## src/rtl/dts_pkg.sv

```systemverilog
package dts_pkg;

    localparam int N_TRIG_ST = 4;
    localparam int ST_W      = 2;
    localparam int ACT_W     = 8;
    localparam int GSEL_W    = 4;
    localparam int CTRL_W    = 21;

    typedef enum logic [2:0] {
        OP_EQ  = 3'd0,
        OP_NE  = 3'd1,
        OP_GT  = 3'd2,
        OP_GE  = 3'd3,
        OP_LT  = 3'd4,
        OP_LE  = 3'd5,
        OP_NV6 = 3'd6,
        OP_NV7 = 3'd7
    } cmp_op_e;

    typedef enum logic [1:0] {
        MODE_DIRECT = 2'd0,
        MODE_EVENT  = 2'd1,
        MODE_CYCLE  = 2'd2,
        MODE_WDOG   = 2'd3
    } cnt_mode_e;

    // Packed control word; the first member lands in the top bits.
    typedef struct packed {
        logic [ACT_W-1:0]  act;
        logic [ST_W-1:0]   tmo_st;
        logic [ST_W-1:0]   nxt_st;
        cnt_mode_e         mode;
        cmp_op_e           op;
        logic [GSEL_W-1:0] gsel;
    } st_ctrl_t;

    // Reduce an equal/greater pair to the selected relation.
    function automatic logic op_eval(cmp_op_e op, logic eq, logic gt);
        logic r;
        case (op)
            OP_EQ:   r = eq;
            OP_NE:   r = !eq;
            OP_GT:   r = gt;
            OP_GE:   r = gt | eq;
            OP_LT:   r = !gt && !eq;
            OP_LE:   r = !gt;
            default: r = 1'b0;
        endcase
        return r;
    endfunction

endpackage

```

## src/rtl/dts_cfg_regs.sv

```systemverilog
module dts_cfg_regs
    import dts_pkg::*;
#(
    parameter int GROUP_W = 128,
    parameter int CNT_W   = 32,
    parameter int BLK_W   = 4,
    parameter int ADDR_W  = 7
) (
    input  logic               clk,
    input  logic               rst,
    input  logic               we,
    input  logic [ADDR_W-1:0]  addr,
    input  logic [31:0]        wdata,
    output logic [GROUP_W-1:0] mask_o  [N_TRIG_ST],
    output logic [GROUP_W-1:0] match_o [N_TRIG_ST],
    output st_ctrl_t           ctrl_o  [N_TRIG_ST],
    output logic [CNT_W-1:0]   tgt_o   [N_TRIG_ST],
    output logic               arm_o
);
    localparam int WORDS = GROUP_W / 32;

    logic             glob_sel;
    logic [ST_W-1:0]  wr_st;
    logic [BLK_W-1:0] wr_word;

    assign glob_sel = addr[ADDR_W-1];
    assign wr_st    = addr[BLK_W +: ST_W];
    assign wr_word  = addr[BLK_W-1:0];

    always_ff @(posedge clk) begin
        if (rst) arm_o <= 1'b0;
        else if (we && glob_sel) arm_o <= wdata[0];
    end

    for (genvar s = 0; s < N_TRIG_ST; s++) begin : g_st
        always_ff @(posedge clk) begin
            if (rst) begin
                mask_o[s]  <= '0;
                match_o[s] <= '0;
                ctrl_o[s]  <= '0;
                tgt_o[s]   <= '0;
            end else if (we && !glob_sel && wr_st == ST_W'(s)) begin
                for (int w = 0; w < WORDS; w++) begin
                    if (wr_word == BLK_W'(w))         mask_o[s][w*32 +: 32]  <= wdata;
                    if (wr_word == BLK_W'(WORDS + w)) match_o[s][w*32 +: 32] <= wdata;
                end
                if (wr_word == BLK_W'(2*WORDS))     ctrl_o[s] <= st_ctrl_t'(wdata[CTRL_W-1:0]);
                if (wr_word == BLK_W'(2*WORDS + 1)) tgt_o[s]  <= wdata[CNT_W-1:0];
            end
        end
    end
endmodule

```

## src/rtl/dts_cond.sv

```systemverilog
module dts_cond
    import dts_pkg::*;
#(
    parameter int N_GROUPS = 12,
    parameter int GROUP_W  = 128
) (
    input  logic [N_GROUPS*GROUP_W-1:0] grp_in,
    input  logic [GSEL_W-1:0]           gsel,
    input  cmp_op_e                     op,
    input  logic [GROUP_W-1:0]          mask,
    input  logic [GROUP_W-1:0]          match,
    output logic                        hit
);
    logic [GROUP_W-1:0] sel_data;
    logic [GROUP_W-1:0] lhs;
    logic [GROUP_W-1:0] rhs;

    always_comb begin
        sel_data = '0;
        for (int g = 0; g < N_GROUPS; g++) begin
            if (gsel == GSEL_W'(g)) sel_data = grp_in[g*GROUP_W +: GROUP_W];
        end
    end

    assign lhs = sel_data & mask;
    assign rhs = match & mask;
    assign hit = op_eval(op, lhs == rhs, lhs > rhs);

    // a "never" code must not report a match
    always_comb begin
        if (op == OP_NV6 || op == OP_NV7) begin
            a_never_r3: assert (!hit);
        end
    end
endmodule

```

## src/rtl/dts_seq_fsm.sv

```systemverilog
module dts_seq_fsm
    import dts_pkg::*;
#(
    parameter int CNT_W = 32
) (
    input  logic             clk,
    input  logic             rst,
    input  logic             arm,
    input  logic             hit,
    input  cnt_mode_e        mode,
    input  logic [ST_W-1:0]  nxt_st,
    input  logic [ST_W-1:0]  tmo_st,
    input  logic [ACT_W-1:0] act_cfg,
    input  logic [CNT_W-1:0] target,
    output logic [ST_W-1:0]  state_q,
    output logic [ACT_W-1:0] act_q
);
    logic [CNT_W-1:0] cnt_q;
    logic [CNT_W-1:0] cnt_d;
    logic [CNT_W:0]   cnt_inc;
    logic             reach;
    logic             go;
    logic             cnt_en;
    logic [ST_W-1:0]  dest;

    assign cnt_inc = {1'b0, cnt_q} + 1'b1;
    assign reach   = cnt_inc >= {1'b0, target};

    always_comb begin
        go     = 1'b0;
        cnt_en = 1'b0;
        dest   = nxt_st;
        case (mode)
            MODE_DIRECT: go = hit;
            MODE_EVENT: begin
                cnt_en = hit;
                go     = hit && reach;
            end
            MODE_CYCLE: begin
                cnt_en = 1'b1;
                go     = reach;
            end
            MODE_WDOG: begin
                cnt_en = 1'b1;
                if (hit) begin
                    go = 1'b1;
                end else if (reach) begin
                    go   = 1'b1;
                    dest = tmo_st;
                end
            end
            default: go = 1'b0;
        endcase
        if (go)          cnt_d = '0;
        else if (cnt_en) cnt_d = cnt_inc[CNT_W-1:0];
        else             cnt_d = cnt_q;
    end

    always_ff @(posedge clk) begin
        if (rst || !arm) begin
            state_q <= '0;
            cnt_q   <= '0;
            act_q   <= '0;
        end else begin
            if (go) state_q <= dest;
            cnt_q <= cnt_d;
            act_q <= act_cfg;
        end
    end

    p_disarm_home_r8: assert property (@(posedge clk) disable iff (rst)
        !arm |=> (state_q == '0 && act_q == '0 && cnt_q == '0));

    p_entry_clear_r5: assert property (@(posedge clk) disable iff (rst)
        (arm && $past(arm) && state_q != $past(state_q)) |-> cnt_q == '0);

    p_direct_needs_hit_r4: assert property (@(posedge clk) disable iff (rst)
        (arm && $past(arm) && $past(mode) == MODE_DIRECT && state_q != $past(state_q))
        |-> $past(hit));

    p_wdog_hit_wins_r7: assert property (@(posedge clk) disable iff (rst)
        (arm && $past(arm) && $past(mode) == MODE_WDOG && $past(hit))
        |-> state_q == $past(nxt_st));

    p_first_armed_quiet_r9: assert property (@(posedge clk) disable iff (rst)
        $rose(arm) |-> act_q == '0);
endmodule

```

## src/rtl/dbg_trig_seq.sv

```systemverilog
module dbg_trig_seq
    import dts_pkg::*;
#(
    parameter int N_GROUPS = 12,
    parameter int GROUP_W  = 128,
    parameter int CNT_W    = 32,
    localparam int BLK_W   = $clog2(2*(GROUP_W/32) + 2),
    localparam int ADDR_W  = 1 + ST_W + BLK_W
) (
    input  logic                        clk,
    input  logic                        rst,
    input  logic                        cfg_we,
    input  logic [ADDR_W-1:0]           cfg_addr,
    input  logic [31:0]                 cfg_wdata,
    input  logic [N_GROUPS*GROUP_W-1:0] grp_in,
    output logic [ACT_W-1:0]            act_out,
    output logic [ST_W-1:0]             cur_state,
    output logic                        armed
);
    logic [GROUP_W-1:0] mask_r  [N_TRIG_ST];
    logic [GROUP_W-1:0] match_r [N_TRIG_ST];
    st_ctrl_t           ctrl_r  [N_TRIG_ST];
    logic [CNT_W-1:0]   tgt_r   [N_TRIG_ST];
    logic               arm_r;
    logic [ST_W-1:0]    st;
    st_ctrl_t           cur;
    logic               hit;

    dts_cfg_regs #(
        .GROUP_W(GROUP_W), .CNT_W(CNT_W), .BLK_W(BLK_W), .ADDR_W(ADDR_W)
    ) u_cfg (
        .clk(clk), .rst(rst), .we(cfg_we), .addr(cfg_addr), .wdata(cfg_wdata),
        .mask_o(mask_r), .match_o(match_r), .ctrl_o(ctrl_r), .tgt_o(tgt_r),
        .arm_o(arm_r)
    );

    assign cur = ctrl_r[st];

    dts_cond #(
        .N_GROUPS(N_GROUPS), .GROUP_W(GROUP_W)
    ) u_cond (
        .grp_in(grp_in), .gsel(cur.gsel), .op(cur.op),
        .mask(mask_r[st]), .match(match_r[st]), .hit(hit)
    );

    dts_seq_fsm #(
        .CNT_W(CNT_W)
    ) u_fsm (
        .clk(clk), .rst(rst), .arm(arm_r), .hit(hit),
        .mode(cur.mode), .nxt_st(cur.nxt_st), .tmo_st(cur.tmo_st),
        .act_cfg(cur.act), .target(tgt_r[st]),
        .state_q(st), .act_q(act_out)
    );

    assign cur_state = st;
    assign armed     = arm_r;
endmodule

```

## config.mk

```make
export PLATFORM = sky130hd
export DESIGN_NAME = dbg_trig_seq
export DESIGN_NICKNAME = d
export VERILOG_FILES = /design/src/rtl/dts_pkg.sv /design/src/rtl/dts_cfg_regs.sv /design/src/rtl/dts_cond.sv /design/src/rtl/dts_seq_fsm.sv /design/src/rtl/dbg_trig_seq.sv
export SDC_FILE = /design/constraint.sdc
export NUM_CORES = 2
export LEC_CHECK = 0
export BUFFER_PORTS_ARGS = -buffer_cell sky130_fd_sc_hd__buf_2
export CORE_AREA = 2 2 614 616
export CTS_BUF_LIST = sky130_fd_sc_hd__clkbuf_16
export CTS_CLUSTER_DIAMETER = 80
export DETAILED_ROUTE_END_ITERATION = 10
export DIE_AREA = 0 0 616 618
export PLACE_DENSITY_LB_ADDON = 0.3
export SETUP_SLACK_MARGIN = 0.05
export SLEW_MARGIN = 20
export SYNTH_ARGS = -nofsm -noshare
export SYNTH_HDL_FRONTEND = slang
export SYNTH_HIERARCHICAL = 1
export SYNTH_SLANG_ARGS = --single-unit
```

## constraint.sdc

```tcl
create_clock -name clk -period 9.4 [get_ports clk]
set_input_delay 0.94 -clock clk [delete_from_list [all_inputs] [get_ports clk]]
set_output_delay 0.94 -clock clk [all_outputs]
set_load 0.05 [all_outputs]
```

==> qor.json <==
{
  "power": {
    "p_per_area_nw_per_um2": 139,
    "ir_drop_mv": 0.133,
    "p_leak_nw": 40.6
  },
  "cts": {
    "cts.repair.resized": 0,
    "clock_insertion_delay_worst_skew_ns": 0.89,
    "cts.reportedPaths.clkPinSlew_ns": 0.06,
    "post_cts_hold_buffer_count": 0,
    "post_cts.repair.setup_buffers": 0,
    "cts_made_buffers": 160,
    "cts_tree": "done",
    "tritoncts_num_sinks": 1279,
    "ctsRootBufferMaster": "clkbuf_16",
    "ctsLongestPathBuffers": 4,
    "clock_tree.htree_level_count": 4
  },
  "timing": {
    "setup_tns_ns": 0,
    "worstMarginPinSlew_ns": 1.39,
    "grt_setup_unrepaired": "false",
    "setup_violations": 0,
    "finalCritPeriodShare_pct": 94.8,
    "timing.final.max_slew_violations": 0,
    "final_ws_setup_ns": 0.488,
    "fin_hold_viols": 0,
    "fin_skew_ns": 0.113,
    "max_clock_freq_mhz": 112,
    "relSlewSlack_pct": 6.50,
    "period_minus_slack_ns": 8.91
  },
  "place": {
    "dp_hpwl_um": 508000,
    "finalWeightedCongestion": 1.05,
    "post-place-ws_ns": 0.802,
    "numPlacedInstances": 12900,
    "placed_area_um2": 84200,
    "numPortBuffers": 1588
  },
  "critical_path": {
    "timing.critical_path.required_ns": 10.07,
    "timing.critical_path.fanout_max": 27,
    "worst_setup_path_start_kind": "register",
    "cp-end-kind": "register",
    "slowest_delay_ns": 1.03,
    "worst-endpoint-arrival_ns": 9.58,
    "worst-setup-path-type": "register to register",
    "cp_slowest_cell": "nor2_4"
  },
  "logic_synthesis": {
    "synth-seq-cells": 1279,
    "post_synth_num_cell_types": 72,
    "post-synth-top-area-fraction_pct": 36.2,
    "synth_top_area_cell": "dfxtp_1",
    "synth_ff_type": "dfxtp_1",
    "synth.avg_cell_area_um2": 10.4,
    "yosys_warning_total": 6,
    "share_of_synthesized_registers_carrying_an_async_set_or_reset_pct": 0,
    "syn_nets": 8546,
    "post_synth_inst_count": 6807,
    "yosys-top-cells-area": "dfxtp_1 36%, mux2i_1 17%, mux4_2 13%, nand2b_1 11%, a22oi_1 3.6%",
    "syn-cell-area_um2": 70800,
    "seq_area_frac_synth_pct": 36.2,
    "synth_enable_flop_cells": 0
  },
  "routing": {
    "wirelength_um": 621000,
    "detailroute.via_count": 70200,
    "first_iter_violations": 9064,
    "drtPass1Iterations": 10,
    "routed_wire_length_per_instance_um": 43.6,
    "routed_via_density": 4.94,
    "drc": 0,
    "detail-route-antenna-nets": 0
  },
  "final_layout": {
    "layout.cells.most_common": "buf_2",
    "final_nets": 9839,
    "area_delta_synth_final_pct": 29.4,
    "drive_above_1_share_pct": 30.7,
    "fillers": 40800,
    "finish.cell_count_without_fillers": 14200,
    "stdcell_area_um2": 91600,
    "post-route-util_pct": 24.5,
    "final_cell_mix": "1588 x buf_2, 1277 x dfxtp_1, 1241 x nand2b_1, 1238 x mux2i_1, 414 x mux4_2"
  },
  "die": {
    "chipWidth_um": 616,
    "chipHeight_um": 618,
    "dieArea_um2": 381000,
    "core_region_area_um2": 374000,
    "fp-row-count": 225,
    "io_pins": 1589,
    "start_util_pct": 18.9
  },
  "global_route": {
    "pin_count_of_the_biggest_net_entering_global_routing": 232,
    "first_global_vias": 63200,
    "grt_first_pass_wirelength_um": 758000,
    "track_usage_pct": 31.3,
    "number_of_antenna_violations_at_the_first_check_in_global_routing": 754,
    "gr-total-overflow": 0
  },
  "hold_path": {
    "hp-class": "primary input to register"
  },
  "outcome": {
    "outcome": "complete, no violations"
  },
  "job": {
    "max_cap_viol_count": 0
  }
}
flip-flops by register name (all words and copies together) (netlist names):
| register | flops |
|---|---|
| u_fsm/cnt_q | 32 |
| u_cfg/arm_o | 1 |
| u_cfg/mask_o | 512 |
| u_cfg/ctrl_o | 84 |
| u_fsm/act_q | 8 |
| u_cfg/match_o | 512 |
| u_fsm/state_q | 2 |
| u_cfg/tgt_o | 128 |
layout make-up:
| cell class | instances | area (um2) | area share [%] |
|---|---|---|---|
| Antenna cell | 1011 | 2530 | 2.76 |
| Inverter | 45 | 169 | 0.184 |
| Multi-Input combinational cell | 4835 | 42500 | 46.4 |
| Clock buffer | 164 | 4100 | 4.48 |
| Sequential cell | 1279 | 25600 | 27.9 |
| Clock inverter | 116 | 843 | 0.920 |
| Tap cell | 4994 | 6250 | 6.82 |
| Timing Repair Buffer | 1779 | 9600 | 10.5 |
critical path, delay by kind of cell (launching register included):
kind,cells,cell delay (ns)
mux,2,1.10
simple gates,9,2.97
xor+xnor,1,0.13
buf+inv,2,0.53
fa+ha+maj,1,0.32
flops,1,0.43
compound gates,10,3.28
cells by family (layout without fill, tap and decap cells):
| family | Yosys count | in the layout | synth area share [%] |
|---|---|---|---|
| adders and majority gates | 161 | 161 | 2.84 |
| other | 0 | 1011 | 0 |
| xor gates and xnor gates | 62 | 62 | 0.767 |
| muxes | 1655 | 1655 | 30.7 |
| buffers and inverters | 693 | 2104 | 4.31 |
| DFF | 1279 | 1279 | 36.2 |
| AOI/OAI and AO/OA | 999 | 999 | 9.30 |
| and+or+nand+nor | 1958 | 1958 | 15.9 |
final timing paths:
kind / start / to / slack, ns / cells past startpoint
worst max-delay path: u_fsm/state_q[0] / u_fsm/cnt_q[20] / 0.49 / 25
worst max register to register: u_fsm/state_q[0] / u_fsm/cnt_q[20] / 0.49 / 25
worst min-delay path: cfg_wdata[0] / u_cfg/arm_o / 0.47 / 3
worst min register to register: u_cfg/ctrl_o[16] / u_cfg/ctrl_o[16] / 0.47 / 2
synthesized netlist by cell type, types with 24 or more instances:
cell type,number
o21ai_0,166
nand4_1,73
clkbuf_1,399
ha_1,161
inv_1,45
xnor2_1,27
a222oi_1,30
buf_1,24
a31oi_1,87
xor2_1,35
mux2i_1,1238
buf_4,28
nand2b_1,1273
nand3_1,54
a21oi_1,233
dfxtp_1,1279
a22oi_1,339
buf_2,181
nand2_1,355
mux4_2,416
nor2_1,92
a21boi_0,27
power by group:
| group | total (mW) | switching (mW) | internal [mW] |
|---|---|---|---|
| clock network | 6.10 | 2.64 | 3.46 |
| logic | 1.22 | 0.780 | 0.439 |
| registers | 5.44 | 0.00659 | 5.43 |
| total | 12.8 | 3.42 | 9.33 |
metal layers:
| metal | vias up | routed length [um] | share of wire (%) | global-route usage (%) |
|---|---|---|---|---|
| met2 | 4778 | 265000 | 43 | 45.4 |
| met1 | 35000 | 220000 | 35 | 33.8 |
| met4 | 264 | 60400 | 9.7 | 28.8 |
| li1 | 28400 | - | - | - |
| met5 | - | 1690 | 0.27 | 0 |
| met3 | 1729 | 73900 | 12 | 14.4 |
per-stage QoR:
step	hold slack, ns	power (mW)
after floorplan	0.444	5.91
after global routing	0.481	13.0
after global placement	0.457	6.75
after CTS	0.423	12.8
final	0.472	12.8
after detailed placement	0.462	6.74
Note: power is estimated with default switching activity, not from simulation.
